[config.mk]
export PLATFORM = sky130hd
export DESIGN_NAME = wdog_keyed
export DESIGN_NICKNAME = d
export VERILOG_FILES = /design/src/rtl/wdk_pkg.sv /design/src/rtl/wdk_ctrl.sv /design/src/rtl/wdk_dp.sv /design/src/rtl/wdog_keyed.sv
export SDC_FILE = /design/constraint.sdc
export NUM_CORES = 1
export LEC_CHECK = 0
export BUFFER_PORTS_ARGS = -buffer_cell sky130_fd_sc_hd__buf_2
export CAP_MARGIN = 25
export CORE_UTILIZATION = 52
export DETAILED_ROUTE_END_ITERATION = 8
export PLACE_DENSITY = 0.84
export SYNTH_ARGS = -nofsm -noshare
export SYNTH_HDL_FRONTEND = slang
export SYNTH_SLANG_ARGS = --single-unit
[constraint.sdc]
create_clock -name clk -period 2.36 [get_ports clk]
set_input_delay 0.236 -clock clk [delete_from_list [all_inputs] [get_ports clk]]
set_output_delay 0.236 -clock clk [all_outputs]
set_load 0.01 [all_outputs]
[src/rtl/wdk_pkg.sv]
package wdk_pkg;
  localparam logic [31:0] KEY_REF32 = 32'hB480_A602;
  localparam logic [31:0] KEY_UNL32 = 32'hD928_C520;
  localparam logic [15:0] KEY_REF_LO = 16'hA602;
  localparam logic [15:0] KEY_REF_HI = 16'hB480;
  localparam logic [15:0] KEY_UNL_LO = 16'hC520;
  localparam logic [15:0] KEY_UNL_HI = 16'hD928;

  localparam int BIT_CMD32 = 13;
  localparam int BIT_UNLK  = 11;
  localparam int BIT_DONE  = 10;
  localparam int BIT_EN    = 7;
  localparam int BIT_UPD   = 5;

  localparam logic [31:0] CTRL_STORE_MASK = 32'h0000_23A3;
  localparam logic [31:0] CTRL_RESET      = 32'h0000_00A0;

  typedef enum logic [1:0] {
    REG_CTRL  = 2'd0,
    REG_CNT   = 2'd1,
    REG_TOVAL = 2'd2,
    REG_NONE  = 2'd3
  } regSel_t;

  typedef struct packed {
    logic clrCnt;
    logic loadTo;
  } dpStrobe_t;
endpackage

[src/rtl/wdk_ctrl.sv]
module wdk_ctrl
  import wdk_pkg::*;
#(
  parameter int WIN_CYC = 255
) (
  input  logic        clk,
  input  logic        rstN,
  input  logic        wrEn,
  input  logic [1:0]  addr,
  input  logic [31:0] wdata,
  output dpStrobe_t   strobe,
  output logic        enable,
  output logic [31:0] ctrlRead
);
  localparam int WIN_W = $clog2(WIN_CYC + 1);
  localparam logic [WIN_W-1:0] WIN_LAST = WIN_W'(WIN_CYC - 1);

  logic [31:0]      ctrlReg;
  logic             unlocked;
  logic             cfgDone;
  logic             pendRef;
  logic             pendUnl;
  logic [WIN_W-1:0] win;

  logic wrCtrl, wrCnt, wrTo;
  logic cmd32;
  logic keyRefresh, keyUnlock;

  assign wrCtrl = wrEn && (addr == REG_CTRL);
  assign wrCnt  = wrEn && (addr == REG_CNT);
  assign wrTo   = wrEn && (addr == REG_TOVAL);
  assign cmd32  = ctrlReg[BIT_CMD32];
  assign enable = ctrlReg[BIT_EN];

  always_comb begin
    if (cmd32) begin
      keyRefresh = wrCnt && (wdata == KEY_REF32);
      keyUnlock  = wrCnt && (wdata == KEY_UNL32);
    end else begin
      keyRefresh = wrCnt && pendRef && (wdata == {16'h0, KEY_REF_HI});
      keyUnlock  = wrCnt && pendUnl && (wdata == {16'h0, KEY_UNL_HI});
    end
  end

  assign strobe.clrCnt = keyRefresh && enable;
  assign strobe.loadTo = wrTo && unlocked;

  always_comb begin
    ctrlRead = ctrlReg;
    ctrlRead[BIT_UNLK] = unlocked;
    ctrlRead[BIT_DONE] = cfgDone;
  end

  always_ff @(posedge clk) begin
    if (!rstN) begin
      ctrlReg  <= CTRL_RESET;
      unlocked <= 1'b1;
      cfgDone  <= 1'b0;
      pendRef  <= 1'b0;
      pendUnl  <= 1'b0;
      win      <= '0;
    end else begin
      if (wrCnt) begin
        pendRef <= !cmd32 && (wdata == {16'h0, KEY_REF_LO});
        pendUnl <= !cmd32 && (wdata == {16'h0, KEY_UNL_LO});
      end
      if (unlocked) begin
        win <= win + 1'b1;
        if (win == WIN_LAST) unlocked <= 1'b0;
      end
      if (wrTo && unlocked) begin
        win      <= '0;
        unlocked <= 1'b1;
        cfgDone  <= 1'b1;
      end
      if (wrCtrl && unlocked) begin
        ctrlReg  <= wdata & CTRL_STORE_MASK;
        unlocked <= 1'b0;
        cfgDone  <= 1'b1;
        pendRef  <= 1'b0;
        pendUnl  <= 1'b0;
      end
      if (keyUnlock && ctrlReg[BIT_UPD]) begin
        unlocked <= 1'b1;
        win      <= '0;
        cfgDone  <= 1'b0;
      end
    end
  end

  // locked control writes are dropped
  a_r8_locked_ctrl: assert property (@(posedge clk) disable iff (!rstN)
    (wrCtrl && !unlocked) |=> $stable(ctrlReg));
  // accepted control write closes the window and flags done
  a_r7_ctrl_accept: assert property (@(posedge clk) disable iff (!rstN)
    (wrCtrl && unlocked) |=> (cfgDone && !unlocked));
  // permanent lock once update-permit is cleared
  a_r10_perm_lock: assert property (@(posedge clk) disable iff (!rstN)
    (!ctrlReg[BIT_UPD] && !unlocked) |=> !unlocked);
  // window expiry relocks
  a_r9_window_close: assert property (@(posedge clk) disable iff (!rstN)
    (unlocked && win == WIN_LAST && !wrTo && !keyUnlock) |=> !unlocked);
endmodule

[src/rtl/wdk_dp.sv]
module wdk_dp
  import wdk_pkg::*;
#(
  parameter int          CNT_W    = 32,
  parameter logic [31:0] TO_RESET = 32'h0000_FFFF
) (
  input  logic             clk,
  input  logic             rstN,
  input  logic             tickEn,
  input  logic             enable,
  input  dpStrobe_t        strobe,
  input  logic [31:0]      wdata,
  output logic [CNT_W-1:0] cnt,
  output logic [CNT_W-1:0] toval,
  output logic             bite
);
  always_ff @(posedge clk) begin
    if (!rstN) begin
      cnt   <= '0;
      toval <= TO_RESET[CNT_W-1:0];
      bite  <= 1'b0;
    end else begin
      bite <= 1'b0;
      if (strobe.loadTo) toval <= wdata[CNT_W-1:0];
      if (strobe.clrCnt) begin
        cnt <= '0;
      end else if (enable && tickEn) begin
        if (cnt >= toval) begin
          cnt  <= '0;
          bite <= 1'b1;
        end else begin
          cnt <= cnt + 1'b1;
        end
      end
    end
  end

  // a reset request always coincides with a cleared counter
  a_r3_bite_clears: assert property (@(posedge clk) disable iff (!rstN)
    bite |-> (cnt == '0));
  // no reset request without an enabled tick
  a_r3_no_spurious: assert property (@(posedge clk) disable iff (!rstN)
    !(enable && tickEn) |=> !bite);
  // counter holds while disabled
  a_r2_hold_disabled: assert property (@(posedge clk) disable iff (!rstN)
    (!enable && !strobe.clrCnt) |=> $stable(cnt));
  // single step below the limit
  a_r2_step: assert property (@(posedge clk) disable iff (!rstN)
    (enable && tickEn && !strobe.clrCnt && cnt < toval) |=> (cnt == $past(cnt) + 1'b1));
endmodule

[src/rtl/wdog_keyed.sv]
module wdog_keyed
  import wdk_pkg::*;
#(
  parameter int          CNT_W    = 32,
  parameter int          WIN_CYC  = 255,
  parameter logic [31:0] TO_RESET = 32'h0000_FFFF
) (
  input  logic        clk,
  input  logic        rstN,
  input  logic        tickEn,
  input  logic        busWrEn,
  input  logic [1:0]  busAddr,
  input  logic [31:0] busWdata,
  output logic [31:0] busRdata,
  output logic        wdogRst
);
  dpStrobe_t        strobe;
  logic             enable;
  logic [31:0]      ctrlRead;
  logic [CNT_W-1:0] cnt;
  logic [CNT_W-1:0] toval;

  wdk_ctrl #(.WIN_CYC(WIN_CYC)) u_ctrl (
    .clk(clk), .rstN(rstN), .wrEn(busWrEn), .addr(busAddr), .wdata(busWdata),
    .strobe(strobe), .enable(enable), .ctrlRead(ctrlRead)
  );

  wdk_dp #(.CNT_W(CNT_W), .TO_RESET(TO_RESET)) u_dp (
    .clk(clk), .rstN(rstN), .tickEn(tickEn), .enable(enable), .strobe(strobe),
    .wdata(busWdata), .cnt(cnt), .toval(toval), .bite(wdogRst)
  );

  always_comb begin
    case (busAddr)
      REG_CTRL:  busRdata = ctrlRead;
      REG_CNT:   busRdata = 32'(cnt);
      REG_TOVAL: busRdata = 32'(toval);
      default:   busRdata = '0;
    endcase
  end
endmodule

# ---- Yosys cells after proc, flatten, opt, wreduce, memory -nomap -nowiden
# Index checks and enable logic that the tools add are counted.
dict set report totals {
  register_bits 84
  in_bits 38
  out_inout_bits 33
}
dict set report op_classes {
  bitwise_logic 2
  n_reduce_logical 24
  n_addsub 2
  eq_ne 9
  n_lt_le_gt_ge 1
  muxes 11
}
# operator n
set op_table {}
lappend op_table {{equality test 32 x 16 -> 1 bit, second input constant} 4}
lappend op_table {{case mux 32 bit (3 select lines)} 1}
lappend op_table {{equality test 32 bit, second input constant} 2}
lappend op_table {{adder 32 x 1 -> 32 bit, second input constant} 1}
lappend op_table {{>= comparator 32 bit} 1}
lappend op_table {{2-to-1 mux 32 bit} 1}
lappend op_table {{logical AND 1 bit} 16}
lappend op_table {{2-to-1 mux 1 bit} 9}
lappend op_table {{adder 8 x 1 -> 8 bit, second input constant} 1}
lappend op_table {{equality test 8 bit, second input constant} 1}
lappend op_table {{OR reduction 2 bit} 3}
lappend op_table {{OR reduction 3 bit} 2}
lappend op_table {{equality test 2 x 1 -> 1 bit, second input constant} 1}
lappend op_table {{equality test 2 bit, second input constant} 1}
lappend op_table {{zero test 2 bit} 1}
lappend op_table {{NOT 1 bit} 2}
lappend op_table {{nonzero test 2 bit} 1}
lappend op_table {{zero test 1 bit} 1}

# ---- Longest topological paths before layout
dict set report depth {
  ltp_word 7
  ltp_mapped 9
  mapped_depth_nobuf 8
}

# ---- Cells and area by module
# A second synthesis with hierarchy kept.
dict set report hier_totals {
  cells_unflattened 630
  area_unflattened_um2 5531.6
}
# mod cells_per_inst area_each_um2 instances seq_area_each_um2
set by_module_without_submodules {}
lappend by_module_without_submodules {wdk_dp 386 3463.3 1 1301.2}
lappend by_module_without_submodules {wdk_ctrl 167 1281.2 1 380.4}
lappend by_module_without_submodules {wdog_keyed 77 787.0 1 0.0}

# ---- Worst setup path before layout
# No wires, ideal clock.
dict set report synth_path {
  kind {register to register}
  startpoint {register u_dp.toval[19]}
  endpoint {register u_dp.cnt[12]}
  setup_ns 0.078
  stages_incl_launch_ff 10
  n_path_buf 1
  arrival_ns 2.300
  path_slack_ns -0.018
  cell_sequence {dfxtp_1 > inv_1 > ha_1 > a21oi_1 > o21ai_0 > a221o_1 > a2111oi_4 > a21oi_2 > buf_2 > nor3_1}
}
dict set report synth_via {
  elab_chain_cells 2
}
# element line_no
set synth_rtl {}
lappend synth_rtl {{from (decl)} wdk_dp.sv:14} ;# output logic [CNT_W-1:0] toval,
lappend synth_rtl {{from (signal assigned)} wdk_dp.sv:20} ;# toval <= TO_RESET[CNT_W-1:0];
lappend synth_rtl {{from (signal assigned)} wdk_dp.sv:24} ;# if (strobe.loadTo) toval <= wdata[CNT_W-1:0];
lappend synth_rtl {{>= comparator 32 bit} wdk_dp.sv:28} ;# if (cnt >= toval) begin
lappend synth_rtl {{2-to-1 mux 32 bit} wdk_dp.sv:28}
lappend synth_rtl {{to (signal assigned)} wdk_dp.sv:32} ;# cnt <= cnt + 1'b1;
lappend synth_rtl {{to (decl)} wdk_dp.sv:13} ;# output logic [CNT_W-1:0] cnt,
# No other way between the ends.
# A chain may end at the register's enable or synchronous reset.

# ---- Worst setup path after layout
dict set report layout_path {
  startpoint {register u_dp.toval[19]}
  endpoint {register u_dp.cnt[19]}
}
# Same word-level chain as after synthesis.

==> results.json <==
{
  "cts.sinks": 84,
  "synth.largest_area_cell": "sky130_fd_sc_hd__dfxtp_1",
  "max_stage_delay_ns": 0.45,
  "globalRoute.totalOverflow": 0,
  "layout-drive-gt1-share_pct": 27.8,
  "io-pin-count": 71,
  "cts_tree": "built",
  "slew-limit-headroom_pct": 56.8,
  "setup.worst_path.end_class": "flip-flop",
  "postRouteAntennaNets": 0,
  "numCtsBuffers": 9,
  "min-delay-path-class": "input port to flip-flop",
  "cts.clk_slew.worst_paths_ns": 0.10,
  "seq_area_frac_synth_pct": 34.5,
  "postCtsHoldBufs": 0,
  "hold_viol": 0,
  "power-per-cell-area_nw_per_um2": 478,
  "cts_max_level": 3,
  "clock_insertion_delay_worst_skew_ns": 0.37,
  "timing.fmax_mhz": 417,
  "track_usage_pct": 31.6,
  "design.die.area_sq_um": 9780,
  "syn2layout_area_growth_pct": 25.7,
  "via_count_of_the_first_global_routing_pass": 5159,
  "crit_path_top_delay_cell": "sky130_fd_sc_hd__a2111oi_4",
  "numPortBuffers": 70,
  "period_minus_slack_ns": 2.40,
  "ctsLongestPathBuffers": 2,
  "crit_path_max_fanout": 8,
  "worst_ep_arrival_time_ns": 2.68,
  "core.rowCount": 34,
  "synth_cells": 597,
  "maxCapViolCount": 0,
  "synth_cell_types": 56,
  "cell_breakdown_of_the_critical_path": "inv_2 > ha_4 > a21oi_2 > o21ai_2 > a221o_1 > a2111oi_4 > a21oi_4 > buf_6 > nor3_1",
  "number_of_max_slew_violations_in_the_final_report": 0,
  "route.vias.total": 5246,
  "synth_area_leaders": "sky130_fd_sc_hd__dfxtp_1, sky130_fd_sc_hd__ha_1, sky130_fd_sc_hd__nand2_1",
  "post_synth.cell_area_avg_sq_um": 8.17,
  "final.period_utilization_pct": 102,
  "worst-setup-path-type": "flip-flop to flip-flop",
  "dp_hpwl_um": 11000,
  "critPathRequiredTime_ns": 2.64,
  "gpl.final_weighted_congestion": 0.910,
  "clock-skew-final_ns": 0.0154,
  "critical_path.startpoint_type": "flip-flop",
  "irDropWorstVdd_mv": 0.346,
  "tightest_slew_ns": 0.646,
  "hold-worst-slack_ns": 0.114,
  "wirelength_um": 15900,
  "nNetsFinal": 779,
  "drt-initial-drc-count": 464,
  "design_power_total_uw": 2930,
  "coreArea_sq_um": 8890,
  "largest_net_degree_at_the_start_of_global_routing": 33,
  "timing.final.ws_setup_ns": -0.0386,
  "leakagePower_uw": 0.00264,
  "outcome": "finished with violations",
  "violated_checks": "setup timing",
  "clock_tree.root_cell": "sky130_fd_sc_hd__clkbuf_8",
  "dpl_cell_area_sq_um": 5650,
  "async_reset_ff_share_pct": 0,
  "dp_slack_ns": -0.0422,
  "finalSetupTns_ns": -0.122,
  "die_width_um": 98.9,
  "routed_wire_length_per_instance_um": 19.4,
  "initial_core_utilization_pct": 54.9,
  "antenna_violations_before_repair": 0,
  "antenna_cells_inserted": 0,
  "drc": 0,
  "synth-main-ff-cell": "sky130_fd_sc_hd__dfxtp_1",
  "postLayoutCellArea_sq_um": 6140,
  "syn-cell-area_sq_um": 4880,
  "total_setup_violations_reported_at_the_end_of_the_flow": 6,
  "grt_setup_unrepaired": "yes",
  "count_of_flip_flops_with_a_built_in_enable_after_synthesis": 0,
  "die_height_um": 98.9,
  "vias_per_cell": 6.41,
  "postSynthRegisterBits": 84,
  "synth_fp_nets": 670,
  "detail_route.first_pass.iterations": 5,
  "grt_first_pass_wirelength_um": 24400,
  "netlist.area_leader.share_pct": 34.5,
  "synth_warnings": 0
}
-- metal layers --
layer / vias up / track usage (%) / share of wire (%)
li1: 2352 / - / -
met1: 2474 / 36.3 / 38
met2: 334 / 54.8 / 48
met3: 86 / 6.10 / 9.4
met4: 0 / 18.0 / 4.5
met5: - / 0 / 0
-- logic make-up after synthesis --
family	Yosys count	synth area share [%]
muxes	9	1.85
xor gates and xnor gates	34	6.10
adders and majority gates	35	8.97
buffers and inverters	65	5.51
AOI/OAI and AO/OA	106	15.6
DFF	84	34.5
and+or+nand+nor	264	27.5
-- through the flow --
step,std cells,util [%]
global placement,798,63.5
CTS,816,66.6
detailed placement,798,63.5
finish,819,69.0
floorplan,597,-
global route,819,69.0
-- what timing repair did --
| action | 4_1_cts | 5_1_grt |
|---|---|---|
| endpoints found under the setup margin | 27 | 33 |
| buffers inserted | 2 | 1 |
| gates resized for setup | 13 | 38 |
| pin swaps | 4 | 9 |
| gates cloned | 0 | 2 |
-- Yosys cell counts (all sizes together), types with 2 or more instances --
| master | n |
|---|---|
| a2111oi | 2 |
| a211oi | 2 |
| a21o | 2 |
| a21oi | 34 |
| a221o | 2 |
| a22o | 23 |
| a31oi | 2 |
| and3 | 5 |
| and4 | 8 |
| buf | 10 |
| clkbuf | 17 |
| dfxtp | 84 |
| ha | 35 |
| inv | 38 |
| mux2i | 9 |
| nand2 | 107 |
| nand3 | 23 |
| nand3b | 2 |
| nand4 | 21 |
| nand4b | 3 |
| nor2 | 25 |
| nor2b | 6 |
| nor3 | 31 |
| nor3b | 2 |
| nor4 | 10 |
| nor4b | 2 |
| o211ai | 15 |
| o21a | 2 |
| o21ai | 13 |
| o311ai | 2 |
| or2 | 5 |
| or3 | 5 |
| or4 | 4 |
| xnor2 | 18 |
| xor2 | 16 |
-- cell type report --
cell class,instances,area [sq um]
multi-input cells,448,3150
fillers,645,2760
flip-flops and latches,84,1690
repair buffers,125,813
inverters,38,143
well taps,108,135
clock buffers,9,124
clock inverters,7,75.1
-- critical path: cells and delay by family (launching register included) --
family,cells,cell delay [ns]
buf+inv,2,0.24
compound gates,5,1.28
fa+ha+maj,1,0.22
simple gates,1,0.20
flops,1,0.36
-- state kept, by name, summed over array words and instances, names as in the netlist --
register	flops
u_dp.toval	32
u_dp.bite	1
u_ctrl.pendUnl	1
u_ctrl.win	8
u_ctrl.ctrlReg	7
u_ctrl.unlocked	1
u_ctrl.pendRef	1
u_ctrl.cfgDone	1
u_dp.cnt	32
-- final timing paths --
path / start / to / slack, ns / cells after the start
worst max register to register: u_dp.toval[19]$_SDFFE_PN0P_ / u_dp.cnt[19]$_SDFFE_PP0P_ / -0.04 / 9
worst max-delay path: u_dp.toval[19]$_SDFFE_PN0P_ / u_dp.cnt[19]$_SDFFE_PP0P_ / -0.04 / 9
worst min register to register: u_ctrl.ctrlReg[9]$_SDFFE_PN0P_ / u_ctrl.ctrlReg[9]$_SDFFE_PN0P_ / 0.46 / 2
worst min-delay path: busWdata[25] / u_dp.toval[25]$_SDFFE_PN0P_ / 0.11 / 3
-- report_power, final --
group,switching (uW),internal [uW]
Combinational,235,152
Sequential,34.0,1460
Clock,559,497
-- placed cells by master (no fill, tap or decap), types with 15 or more instances in the layout --
master                     count
sky130_fd_sc_hd__ha_1         29
sky130_fd_sc_hd__nor3_1       17
sky130_fd_sc_hd__nand4_1      21
sky130_fd_sc_hd__xor2_1       16
sky130_fd_sc_hd__xnor2_1      18
sky130_fd_sc_hd__nand3_1      22
sky130_fd_sc_hd__nor2_1       25
sky130_fd_sc_hd__buf_2        70
sky130_fd_sc_hd__o211ai_1     15
sky130_fd_sc_hd__a21oi_1      30
sky130_fd_sc_hd__a22o_1       23
sky130_fd_sc_hd__buf_4        50
sky130_fd_sc_hd__nand2_1     105
sky130_fd_sc_hd__inv_1        36
sky130_fd_sc_hd__dfxtp_1      75
(Power assumes the default switching activity.)
